--- config.mk ---
export PLATFORM = sky130hd
export DESIGN_NAME = rett_ctrl
export DESIGN_NICKNAME = d
export VERILOG_FILES = /design/src/rtl/rett_pkg.sv /design/src/rtl/rett_classify.sv /design/src/rtl/rett_pc_select.sv /design/src/rtl/rett_stat_update.sv /design/src/rtl/rett_ctrl.sv
export SDC_FILE = /design/constraint.sdc
export NUM_CORES = 1
export LEC_CHECK = 0
export ABC_AREA = 0
export CORE_ASPECT_RATIO = 1.5
export CORE_MARGIN = 2
export CORE_UTILIZATION = 39
export CTS_CLUSTER_DIAMETER = 80
export DETAILED_ROUTE_END_ITERATION = 12
export PLACE_DENSITY = 0.9
export SYNTH_ARGS = -nofsm -noshare
export SYNTH_HDL_FRONTEND = slang
export SYNTH_SLANG_ARGS = --single-unit
--- constraint.sdc ---
create_clock -name clk -period 2.2 [get_ports clk]
set_clock_uncertainty 0.05 [all_clocks]
set_input_delay 0.33 -clock clk [delete_from_list [all_inputs] [get_ports clk]]
set_output_delay 0.33 -clock clk [all_outputs]
set_load 0.005 [all_outputs]
--- src/rtl/rett_pkg.sv ---
package rett_pkg;

    typedef struct packed {
        logic s;
        logic ps;
        logic et;
    } rett_stat_t;

    typedef enum logic [2:0] {
        RD_PRIV    = 3'd0,
        RD_ILLEGAL = 3'd1,
        RD_NORMAL  = 3'd2,
        RD_DEBUG   = 3'd3,
        RD_SKIP    = 3'd4
    } rett_dec_t;

    // Ordered checks: supervisor, then enable, then mode/field match.
    function automatic rett_dec_t rett_decide(input rett_stat_t st,
                                              input logic dbg_mode,
                                              input logic dfield);
        rett_dec_t d;
        if (!st.s)
            d = RD_PRIV;
        else if (st.et)
            d = RD_ILLEGAL;
        else if (!dbg_mode && !dfield)
            d = RD_NORMAL;
        else if (dbg_mode && dfield)
            d = RD_DEBUG;
        else
            d = RD_SKIP;
        return d;
    endfunction

endpackage

--- src/rtl/rett_classify.sv ---
module rett_classify
    import rett_pkg::*;
(
    input  rett_stat_t cur_stat,
    input  logic       dbg_mode,
    input  logic       dfield,
    output rett_dec_t  dec,
    output logic       halt_req
);
    always_comb begin
        dec      = rett_decide(cur_stat, dbg_mode, dfield);
        halt_req = (dec == RD_ILLEGAL) || ((dec == RD_PRIV) && !cur_stat.et);
    end
endmodule

--- src/rtl/rett_pc_select.sv ---
module rett_pc_select
    import rett_pkg::*;
#(
    parameter int PC_W = 32
) (
    input  rett_dec_t         dec,
    input  logic [PC_W-1:0]   pc,
    input  logic [PC_W-1:0]   saved_pc,
    input  logic [PC_W-1:0]   saved_dbg_pc,
    output logic [PC_W-1:0]   next_pc
);
    localparam logic [PC_W-1:0] INSN_STEP = PC_W'(4);

    logic [PC_W-1:0] seq_pc;

    always_comb begin
        seq_pc = pc + INSN_STEP;
        unique case (dec)
            RD_NORMAL: next_pc = saved_pc;
            RD_DEBUG:  next_pc = saved_dbg_pc;
            default:   next_pc = seq_pc;
        endcase
    end
endmodule

--- src/rtl/rett_stat_update.sv ---
module rett_stat_update
    import rett_pkg::*;
(
    input  rett_dec_t  dec,
    input  rett_stat_t cur_stat,
    input  logic       dbg_s,
    input  logic       dbg_et,
    output rett_stat_t new_stat,
    output logic       we,
    output logic       dbg_clr
);
    always_comb begin
        new_stat = cur_stat;
        we       = 1'b0;
        dbg_clr  = 1'b0;
        unique case (dec)
            RD_NORMAL: begin
                new_stat.s  = cur_stat.ps;
                new_stat.et = 1'b1;
                we          = 1'b1;
            end
            RD_DEBUG: begin
                new_stat.s  = dbg_s;
                new_stat.et = dbg_et;
                we          = 1'b1;
                dbg_clr     = 1'b1;
            end
            default: ;
        endcase
    end
endmodule

--- src/rtl/rett_ctrl.sv ---
module rett_ctrl
    import rett_pkg::*;
#(
    parameter int PC_W = 32
) (
    input  logic            clk,
    input  logic            rst,
    input  logic            insn_valid_i,
    input  logic [PC_W-1:0] pc_i,
    input  logic            dbg_field_i,
    input  logic            cur_s_i,
    input  logic            cur_ps_i,
    input  logic            cur_et_i,
    input  logic            dbg_mode_i,
    input  logic [PC_W-1:0] saved_pc_i,
    input  logic [PC_W-1:0] saved_dbg_pc_i,
    input  logic            saved_dbg_s_i,
    input  logic            saved_dbg_et_i,
    output logic            res_valid_o,
    output logic [PC_W-1:0] next_pc_o,
    output logic            stat_we_o,
    output logic            new_s_o,
    output logic            new_ps_o,
    output logic            new_et_o,
    output logic            dbg_clr_o,
    output logic            halt_o,
    output logic            priv_fault_o,
    output logic            illegal_o
);
    rett_stat_t      cur_stat;
    rett_stat_t      nxt_stat;
    rett_stat_t      stat_q;
    rett_dec_t       dec;
    logic            halt_req;
    logic            we_c;
    logic            clr_c;
    logic [PC_W-1:0] nxt_pc;

    assign cur_stat = '{s: cur_s_i, ps: cur_ps_i, et: cur_et_i};

    rett_classify u_classify (
        .cur_stat (cur_stat),
        .dbg_mode (dbg_mode_i),
        .dfield   (dbg_field_i),
        .dec      (dec),
        .halt_req (halt_req)
    );

    rett_pc_select #(.PC_W(PC_W)) u_pc_select (
        .dec          (dec),
        .pc           (pc_i),
        .saved_pc     (saved_pc_i),
        .saved_dbg_pc (saved_dbg_pc_i),
        .next_pc      (nxt_pc)
    );

    rett_stat_update u_stat_update (
        .dec      (dec),
        .cur_stat (cur_stat),
        .dbg_s    (saved_dbg_s_i),
        .dbg_et   (saved_dbg_et_i),
        .new_stat (nxt_stat),
        .we       (we_c),
        .dbg_clr  (clr_c)
    );

    always_ff @(posedge clk) begin
        if (rst) begin
            res_valid_o  <= 1'b0;
            next_pc_o    <= '0;
            stat_q       <= '0;
            stat_we_o    <= 1'b0;
            dbg_clr_o    <= 1'b0;
            halt_o       <= 1'b0;
            priv_fault_o <= 1'b0;
            illegal_o    <= 1'b0;
        end else begin
            res_valid_o  <= insn_valid_i;
            stat_we_o    <= insn_valid_i && we_c;
            dbg_clr_o    <= insn_valid_i && clr_c;
            halt_o       <= insn_valid_i && halt_req;
            priv_fault_o <= insn_valid_i && (dec == RD_PRIV);
            illegal_o    <= insn_valid_i && (dec == RD_ILLEGAL);
            if (insn_valid_i) begin
                next_pc_o <= nxt_pc;
                stat_q    <= nxt_stat;
            end
        end
    end

    assign new_s_o  = stat_q.s;
    assign new_ps_o = stat_q.ps;
    assign new_et_o = stat_q.et;

endmodule

==> summary.md <==
| Metric | Value |
|---|---|
| First-pass GRT wire length | 14,500 microns |
| Synthesis-to-layout area growth | 69.8% |
| Fillcell total | 557 |
| Core Area | 0.00649 sq mm |
| Register Area | 821 sq um |
| P_sw | 520 uW |
| Cts bufs inserted | 5 |
| Vias in the first global route | 3,077 |
| Main flop type after synthesis | dfxtp_1 |
| Setup Buffers After CTS | 0 |
| Routability cong. | 0.834 |
| Crit path launch type | primary input |
| CP Class | in -> reg |
| Cts hold-fix bufs | 0 |
| Pwr/cell area | 433 mW/mm^2 |
| Area contributors post-synth | dfxtp_1 (31%), mux2i_1 (15%), xnor2_1 (5.0%), nand2_1 (4.5%), o21ai_0 (4.0%) |
| Normalized max-slew margin | 54.4% |
| Final worst setup slack | 0.216 ns |
| Initial antenna violation count | 0 |
| # nets final | 590 |
| Cell with the most instances after synthesis | dfxtp_1 |
| Dpl ws | -0.0970 ns |
| Yosys cell types | 38 |
| Worst Path Required | 2.35 ns |
| Syn. warnings | 0 |
| H-tree levels | 2 |
| Sequential share of the synthesized area | 31.5% |
| Dpl cells | 550 |
| Initial DRC Count | 119 |
| Peak supply drop | 0.338 mV |
| Pin count of the biggest net entering global routing | 28 |
| DRC | 0 |
| Hpwl dp | 7270 microns |
| Cell taking the most area after synthesis | dfxtp_1 |
| Cell area after layout | 0.00443 sq mm |
| TritonCTS Sinks | 41 |
| Resize count post-CTS | 0 |
| Synth top area share | 31.5% |
| Antenna Diode Count | 0 |
| Logic pwr share | 32.3% |
| Width of the die | 70.8 microns |
| Post-synth top cells | dfxtp_1 (41), mux2i_1 (40), nand2_1 (31) |
| Leakage | 0.00169 uW |
| Area of the die | 0.00737 sq mm |
| Final Hold Viols | 0 |
| DP Area | 0.00435 sq mm |
| Final max-slew violation count | 0 |
| Latest clock arrival within the worst-skew pair | 0.29 ns |
| Critical path arrival | 2.14 ns |
| Final setup fails | 0 |
| RSZ-0062 raised after global routing | false |
| Part of the cycle the worst path needs | 90.2% |
| FFs w/ async S/R, synth | 0% |
| Overall Global Routing Usage | 24.3% |
| Layout cell share with drive strength beyond 1 | 10.4% |
| Initial Utilization | 40.2% |
| Max Cap Viol | 0 |
| Register share of total power | 42.7% |
| Synth Register Bits | 41 |
| Detailed Route WL | 9070 microns |
| Via/cell ratio | 5.41 |
| Root Buffer | clkbuf_8 |
| Status | finished, final reports clean |
| I/O pin count | 147 |
| Drt first pass iters | 5 |
| Min Tclk post-route | 1.98 ns |
| Syn Std Cell Area | 0.00261 sq mm |
| Via count | 3,020 |
| Post-synth EDFFs | 0 |
| Hold Crit Class | reg -> reg |
| P_int | 1400 uW |
| Mean Syn Cell Area | 8.26 sq um |
| Worst-path clk slew | 0.08 ns |
| Die height | 104 microns |
| Clock power frac | 25.0% |
| Max Freq | 0.504 GHz |
| Multi-input logic area | 0.00168 sq mm |
| Fin cells | 558 |
| Max Buffers Root-to-Sink | 2 |
| Syn_nets | 425 |
| Critical Path Fanout Max | 9 |
| Switching Share | 27.1% |
| Worst Setup End Kind | register |
| WL/cell | 16.3 microns |
| Worst slew pin tran | 0.682 ns |
| Gr ovfl total | 0 |
| # port buffers | 146 |
| CTS tree | yes |
| Remaining antenna violation count | 0 |
| Row cnt | 36 |
| Post-Syn Instances | 316 |
[registers in the layout (all words and copies together), names as in the netlist]
register and count:
dbg_clr_o 1, halt_o 1, illegal_o 1, new_et_o 1
new_ps_o 1, new_s_o 1, next_pc_o 32, priv_fault_o 1
res_valid_o 1, stat_we_o 1
[metal layers]
layer	wire length (microns)	vias to the layer above	track usage, %	share of wire (%)
met4	255	0	9.16	2.8
met3	459	18	3.10	5.1
li1	-	1468	-	-
met5	0	-	0	0
met2	5020	120	46.1	55
met1	3340	1414	26.5	37
[through the flow]
| stage | setup TNS (ns) | hold slack [ns] | utilization (%) | power (uW) |
|---|---|---|---|---|
| finish | 0 | 0.397 | 68.3 | 1920 |
| floorplan | 0 | 0.352 | - | 1050 |
| global placement | -0.0329 | 0.383 | 67.0 | 1440 |
| global route | 0 | 0.429 | 68.3 | 2020 |
| detailed placement | -0.271 | 0.387 | 67.0 | 1460 |
| CTS | 0 | 0.399 | 68.3 | 1940 |
[cells by family (layout without fill, tap and decap cells)]
| logic type | after synthesis | after routing | synth area share, % |
|---|---|---|---|
| compound gates | 64 | 64 | 15.2 |
| xor+xnor | 23 | 23 | 7.72 |
| fa+ha+maj | 3 | 3 | 1.44 |
| buf+inv | 26 | 192 | 4.41 |
| flops | 41 | 41 | 31.5 |
| mux | 42 | 42 | 16.2 |
| simple gates | 117 | 117 | 23.6 |
[final timing paths]
check	from	endpoint	slack [ns]	cells past startpoint
setup / recovery	pc_i[3]	next_pc_o[30]$_SDFFE_PP0P_	0.22	7
hold / removal	next_pc_o[10]$_SDFFE_PP0P_	next_pc_o[10]$_SDFFE_PP0P_	0.40	2
setup reg to reg	next_pc_o[11]$_SDFFE_PP0P_	next_pc_o[11]$_SDFFE_PP0P_	1.26	3
hold reg to reg	next_pc_o[10]$_SDFFE_PP0P_	next_pc_o[10]$_SDFFE_PP0P_	0.40	2
[layout by cell type, fill, tap and decap left out, types with 2 or more instances in the layout]
| cell | synthesis | routed |
|---|---|---|
| nand2_1 | 31 | 31 |
| nor2_1 | 22 | 22 |
| dfxtp_1 | 41 | 41 |
| o221ai_1 | 4 | 4 |
| a21oi_1 | 18 | 18 |
| ha_1 | 3 | 2 |
| a211oi_1 | 11 | 11 |
| nor3b_2 | 2 | 3 |
| mux2i_1 | 40 | 40 |
| nand2b_1 | 8 | 8 |
| o22ai_1 | 2 | 2 |
| buf_12 | 0 | 2 |
| and3_1 | 4 | 4 |
| a311o_1 | 2 | 2 |
| xor2_1 | 8 | 8 |
| clkinv_2 | 0 | 2 |
| clkdlybuf4s50_1 | 0 | 145 |
| and4_1 | 8 | 8 |
| nor2b_1 | 2 | 2 |
| mux2_2 | 2 | 2 |
| o21ai_0 | 21 | 21 |
| nor3b_1 | 3 | 2 |
| nand3_1 | 19 | 19 |
| inv_1 | 4 | 4 |
| clkbuf_8 | 0 | 5 |
| nand4_1 | 3 | 3 |
| o21a_1 | 2 | 2 |
| buf_4 | 2 | 32 |
| xnor2_1 | 15 | 15 |
| and2_1 | 2 | 2 |
| nor3_1 | 9 | 9 |
[power by group through the flow]
stage	Clock, uW	Sequential, uW	Combinational (uW)
floorplan	0	839	208
CTS	495	819	622
global placement	0	834	603
detailed placement	0	836	620
global route	529	825	666
finish	480	819	621
[worst max-delay path: stages]
cell             delay, ns
clkdlybuf4s50_1       0.49
ha_1                  0.18
and4_1                0.28
nand3_2               0.22
nor3_1                0.30
xnor2_1               0.10
a211oi_1              0.23
[cell type report]
type | count | share of cell area, %
Inverter | 4 | 0.339
Timing Repair Buffer | 180 | 39.2
Multi-Input combinational cell | 249 | 37.9
Clock inverter | 2 | 0.226
Clock buffer | 6 | 1.64
Tap cell | 76 | 2.15
Sequential cell | 41 | 18.5
(Power assumes the default switching activity.)
